File: src/rtl/rtc_sec_pkg.sv
package rtc_sec_pkg;

    localparam int ONES_W    = 4;
    localparam int TENS_W    = 3;
    localparam int REG_W     = ONES_W + TENS_W + 1;
    localparam int ONES_LAST = 9;
    localparam int TENS_LAST = 5;
    localparam int BUSY_CYC  = 2;

    typedef struct packed {
        logic [TENS_W-1:0] tens;
        logic [ONES_W-1:0] ones;
    } bcd_sec_t;

    // True when both digits lie inside their legal BCD ranges
    function automatic logic bcd_ok(input bcd_sec_t v);
        return (v.ones <= ONES_W'(ONES_LAST)) && (v.tens <= TENS_W'(TENS_LAST));
    endfunction

    // True when the value is the last second of a minute
    function automatic logic bcd_at_end(input bcd_sec_t v);
        return (v.ones == ONES_W'(ONES_LAST)) && (v.tens == TENS_W'(TENS_LAST));
    endfunction

    // One-second advance with digit roll-over
    function automatic bcd_sec_t bcd_inc(input bcd_sec_t v);
        bcd_sec_t r;
        r = v;
        if (v.ones >= ONES_W'(ONES_LAST)) begin
            r.ones = '0;
            if (v.tens >= TENS_W'(TENS_LAST)) begin
                r.tens = '0;
            end else begin
                r.tens = v.tens + 1'b1;
            end
        end else begin
            r.ones = v.ones + 1'b1;
        end
        return r;
    endfunction

endpackage

File: src/rtl/rtc_sec_busy.sv
module rtc_sec_busy
    import rtc_sec_pkg::*;
#(
    parameter int CYC = BUSY_CYC
) (
    input  logic clk,
    input  logic rst,
    input  logic clr,
    input  logic start,
    output logic busy,
    output logic commit
);

    localparam int CW = $clog2(CYC + 1);

    logic [CW-1:0] cnt;

    always_ff @(posedge clk) begin
        if (rst || clr) begin
            cnt <= '0;
        end else if (start) begin
            cnt <= CW'(CYC);
        end else if (cnt != '0) begin
            cnt <= cnt - 1'b1;
        end
    end

    assign busy   = (cnt != '0);
    assign commit = (cnt == CW'(1));

endmodule

File: src/rtl/rtc_sec_counter.sv
module rtc_sec_counter
    import rtc_sec_pkg::*;
(
    input  logic     clk,
    input  logic     rst,
    input  logic     clr,
    input  logic     load,
    input  bcd_sec_t load_val,
    input  logic     step,
    output bcd_sec_t value,
    output logic     carry
);

    always_ff @(posedge clk) begin
        if (rst || clr) begin
            value <= '0;
            carry <= 1'b0;
        end else begin
            carry <= step && !load && bcd_at_end(value);
            if (load) begin
                value <= load_val;
            end else if (step) begin
                value <= bcd_inc(value);
            end
        end
    end

endmodule

File: src/rtl/rtc_sec_wgate.sv
module rtc_sec_wgate
    import rtc_sec_pkg::*;
(
    input  logic             wr_en,
    input  logic             prot_en,
    input  logic             busy,
    input  logic [REG_W-1:0] wr_data,
    output logic             accept,
    output bcd_sec_t         wval
);

    // Bit REG_W-1 of the write data is dropped here
    assign wval   = bcd_sec_t'(wr_data[REG_W-2:0]);
    assign accept = wr_en && prot_en && !busy && bcd_ok(wval);

endmodule

File: src/rtl/rtc_sec_reg.sv
module rtc_sec_reg
    import rtc_sec_pkg::*;
#(
    parameter int WIN = BUSY_CYC
) (
    input  logic             clk,
    input  logic             rst,
    input  logic             soft_rst,
    input  logic             tick,
    input  logic             wr_en,
    input  logic [REG_W-1:0] wr_data,
    input  logic             prot_en,
    output logic [REG_W-1:0] rd_data,
    output logic             carry_out
);

    logic     busy;
    logic     commit;
    logic     accept;
    logic     start;
    bcd_sec_t wval;
    bcd_sec_t value;

    rtc_sec_wgate u_gate (
        .wr_en   (wr_en),
        .prot_en (prot_en),
        .busy    (busy),
        .wr_data (wr_data),
        .accept  (accept),
        .wval    (wval)
    );

    // An accepted write wins over a strobe in the same cycle
    assign start = tick && !busy && !accept;

    rtc_sec_busy #(.CYC(WIN)) u_busy (
        .clk    (clk),
        .rst    (rst),
        .clr    (soft_rst),
        .start  (start),
        .busy   (busy),
        .commit (commit)
    );

    rtc_sec_counter u_cnt (
        .clk      (clk),
        .rst      (rst),
        .clr      (soft_rst),
        .load     (accept),
        .load_val (wval),
        .step     (commit),
        .value    (value),
        .carry    (carry_out)
    );

    assign rd_data = {busy, value};

endmodule

File: config.mk
export PLATFORM = sky130hd
export DESIGN_NAME = rtc_sec_reg
export DESIGN_NICKNAME = d
export VERILOG_FILES = /design/src/rtl/rtc_sec_pkg.sv /design/src/rtl/rtc_sec_busy.sv /design/src/rtl/rtc_sec_counter.sv /design/src/rtl/rtc_sec_wgate.sv /design/src/rtl/rtc_sec_reg.sv
export SDC_FILE = /design/constraint.sdc
export NUM_CORES = 1
export LEC_CHECK = 0
export BUFFER_PORTS_ARGS = -buffer_cell sky130_fd_sc_hd__buf_2
export CAP_MARGIN = 10
export CORE_MARGIN = 1
export CORE_UTILIZATION = 50
export CTS_CLUSTER_SIZE = 24
export DETAILED_ROUTE_END_ITERATION = 6
export PLACE_DENSITY = 0.8
export SYNTH_ARGS = -nofsm -noshare
export SYNTH_HDL_FRONTEND = slang
export SYNTH_SLANG_ARGS = --single-unit
File: constraint.sdc
create_clock -name clk -period 2.6 [get_ports clk]
set_clock_uncertainty 0.15 [all_clocks]
set_input_delay 0.13 -clock clk [delete_from_list [all_inputs] [get_ports clk]]
set_output_delay 0.13 -clock clk [all_outputs]
set_load 0.03 [all_outputs]
==> tab_implementation.tex <==
\begin{tabular}{lr}
\hline
Metric & Value \\
\hline
\multicolumn{2}{l}{\textbf{STA}} \\
Total of endpoints with negative setup slack in the final report & 0 \\
Measured slew at the worst slew-check pin & 410 ps \\
Final max-slew violation count & 0 \\
Post-layout minimum cycle time & between 1500 and 2000 ps \\
Worst-case setup margin in the final layout & between 700 and 800 ps \\
Setup tns final & 0 ps \\
Highest Clock Rate & approximately 530 MHz \\
Final Cycle Share & between 70 and 80\% \\
Final hold violation count & 0 \\
Unrepaired setup endpoints after global routing & no \\
Relative slew slack & 72.4\% \\
\multicolumn{2}{l}{\textbf{Route}} \\
ANT nets after route & 0 \\
DRC & 0 \\
Initial DRC Count & 18 \\
Number of detailed-routing iterations run before antenna repair & 4 \\
Routed WL & around 1.4 mm \\
Via-per-instance ratio & $\sim$5.7 \\
Mean routed wirelength per cell & 12.4 um \\
Count of vias placed by the detailed router & 660 \\
\multicolumn{2}{l}{\textbf{Synth}} \\
Area contributors post-synth & dfxtp\_1, ha\_1, nor2\_1 \\
Share of flip-flops with an asynchronous set or reset after synthesis & 0\% \\
Main synth FF type & dfxtp\_1 \\
Gate Count Post-Synth & a little under 80 \\
Proportion of netlist area held by the largest area contributor & between 20\% and 30\% \\
Most common cell in the synthesized netlist & dfxtp\_1 \\
Syn Std Cell Area & roughly 670 um2 \\
Cell type contributing the most total cell area after synthesis & dfxtp\_1 \\
Leading cell types by count after synthesis & dfxtp\_1, nor2\_1, nand2\_1, ha\_1 \\
Number of enable flip-flop cells after synthesis & 0 \\
Yosys cell types & 35 \\
Number of nets in the synthesized netlist & a little under 100 \\
Sequential element share of the synthesized area & around 30\% \\
Synthesis-stage register bit count & 10 \\
Yosys warnings & 0 \\
Synthesized area per cell & around 8.5 um2 \\
\multicolumn{2}{l}{\textbf{Clocking}} \\
Sink Count & 10 \\
PostCTS Resize Cnt & 0 \\
TritonCTS Buffers & 3 \\
Root buffer cell & clkbuf\_4 \\
Clock tree from TritonCTS & done \\
Clock transition at path regs & roughly 70 ps \\
Number of H-tree levels & 1 \\
Clock latency on the worst-skew pair & 260 ps \\
Maximum root-to-sink buffer count & 2 \\
\multicolumn{2}{l}{\textbf{Critical path}} \\
Sequence of cells on the critical path & inv\_1 > ha\_1 > nor3b\_1 > nand2b\_1 > o21ai\_0 > o31ai\_1 \\
CP bufs+invs & 1 \\
Critical Setup Path Class & reg2reg \\
Critical path startpoint category & flop \\
R2r worst-path depth & 6 \\
Worst path top cell family by delay & simple AND/OR/NAND/NOR gates \\
Required time of the critical path & around 2600 ps \\
Cell count along the critical path & 6 \\
Peak per-stage delay on the critical path & between 400 and 500 ps \\
Data arrival time of the critical path & about 1900 ps \\
Type of element capturing the critical path & flop \\
Slowest CP cell & dfxtp\_1 \\
CP max FO & 5 \\
\multicolumn{2}{l}{\textbf{Power and ir drop}} \\
Standby leakage power & 0.350 nW \\
Max rail drop VDD & approximately 0.00030 V \\
Power per standard cell area & a little under 400 mW/mm2 \\
\multicolumn{2}{l}{\textbf{Die}} \\
Std-Cell Core Area & approximately 0.0012 mm2 \\
IO Count & 23 \\
Std-Cell Rows & 12 \\
Initial Util & 57.5\% \\
DIE HEIGHT & 38.7 um \\
Area enclosed by the die boundary & roughly 0.0015 mm2 \\
Die boundary width & 38.7 um \\
\multicolumn{2}{l}{\textbf{Global route}} \\
Global-route congestion overflow total & 0 \\
Global-route usage over all layers & 23.5\% \\
Wire length of the first global-routing pass & about 2.3 mm \\
Number of global-route vias before repair & 528 \\
Antenna violations before repair & 0 \\
Pin count of the biggest net entering global routing & 10 \\
\multicolumn{2}{l}{\textbf{Min path}} \\
Worst hold path class & in2reg \\
Depth of the worst hold-timing path & 3 \\
\multicolumn{2}{l}{\textbf{Finish}} \\
Number of nets in the finished design & approximately 120 \\
N\_diodes & 0 \\
Layout overhead on the synthesized area & 21.2\% \\
Combined flip-flop and latch cell area & 200 um2 \\
Area of combinational cells with multiple inputs & between 400 and 500 um2 \\
Share of cells above drive strength 1 & a little under a third \\
Filler cell count in the final layout & 95 \\
\multicolumn{2}{l}{\textbf{Placed design}} \\
Number of buffers inserted by port buffering & 21 \\
Global placement routability congestion & $\sim$0.86 \\
Detailed Place HPWL & $\sim$1.1 mm \\
Worst Setup Slack post-DPL & between 700 and 800 ps \\
\multicolumn{2}{l}{\textbf{Run status}} \\
Run status & finished, final reports clean \\
\multicolumn{2}{l}{\textbf{Run}} \\
Max-cap violations & 0 \\
\hline
\end{tabular}
==> path summary, 6_finish.rpt <==
check,startpoint,end,slack (ps)
min reg2reg,u_cnt.value[6],u_cnt.carry,350
min,wr_data[0],u_cnt.value[0],7
max reg2reg,u_cnt.value[1],u_cnt.value[5],730
max,u_cnt.value[1],u_cnt.value[5],730
==> state kept, by name (all words and copies together), names as in the netlist <==
signal	cells
u_cnt.value	7
u_busy.cnt	2
u_cnt.carry	1
==> through the flow <==
stage | cell area [um2] | total power [W] | util [%] | hold slack (ps) | instances
final | 816 | 0.000321 | 69.7 | 6.50 | 116
after global routing | 816 | 0.000338 | 69.7 | 27.0 | 116
after CTS | 816 | 0.000323 | 69.7 | 5.17 | 116
after detailed placement | 773 | 0.000218 | 66.0 | 244 | 111
after global placement | 773 | 0.000216 | 66.0 | 238 | 111
after floorplan | 673 | 0.000201 | - | 128 | 79
==> cell type report <==
cell class              count  share of cell area, %
clock buffers               3                   2.76
inverters                   4                   1.84
multi-input cells          62                   53.4
flip-flops and latches     10                   24.5
well taps                  14                   2.15
repair buffers             23                   15.3
==> timing repair <==
item	CTS	global route
setup buffers	0	0
endpoints found under the hold margin	2	0
endpoints found under the setup margin	0	0
hold buffers	2	0
==> tightest hold or removal path, cell delays in order <==
cell	delay, ps
buf_2	90
nor2_1	90
a311oi_1	50
==> metal layers <==
metal	global-route usage, %	wire [um]	up-vias
met3	6.94	66	2
met1	32.3	735	293
met2	30.8	602	24
li1	-	-	341
met4	15.5	29	0
met5	0	0	-
==> layout by cell type, fill, tap and decap left out, types with 3 or more instances in the layout <==
cell / synthesis / layout
buf_2: 0 / 21
dfxtp_1: 10 / 10
nor3_1: 3 / 3
ha_1: 5 / 5
nand3_1: 4 / 4
o21ai_0: 3 / 3
nor2_1: 8 / 8
clkbuf_4: 0 / 3
inv_1: 4 / 4
a21oi_1: 3 / 3
nand2_1: 7 / 7
==> logic make-up (layout without fill, tap and decap cells) <==
group | Yosys count | count (layout) | share of synthesized area (%)
compound gates | 20 | 20 | 22.7
fa+ha+maj | 5 | 5 | 9.29
buf+inv | 7 | 30 | 5.58
flops | 10 | 10 | 29.7
mux | 1 | 1 | 1.67
simple gates | 36 | 36 | 31.0
==> report_power, final <==
group / total [W] / internal (W) / switching [W]
logic: 0.0000551 / 0.0000241 / 0.0000310
registers: 0.000162 / 0.000157 / 0.00000523
clock network: 0.000104 / 0.0000533 / 0.0000509
No activity file was read; power rests on OpenSTA's default activity.
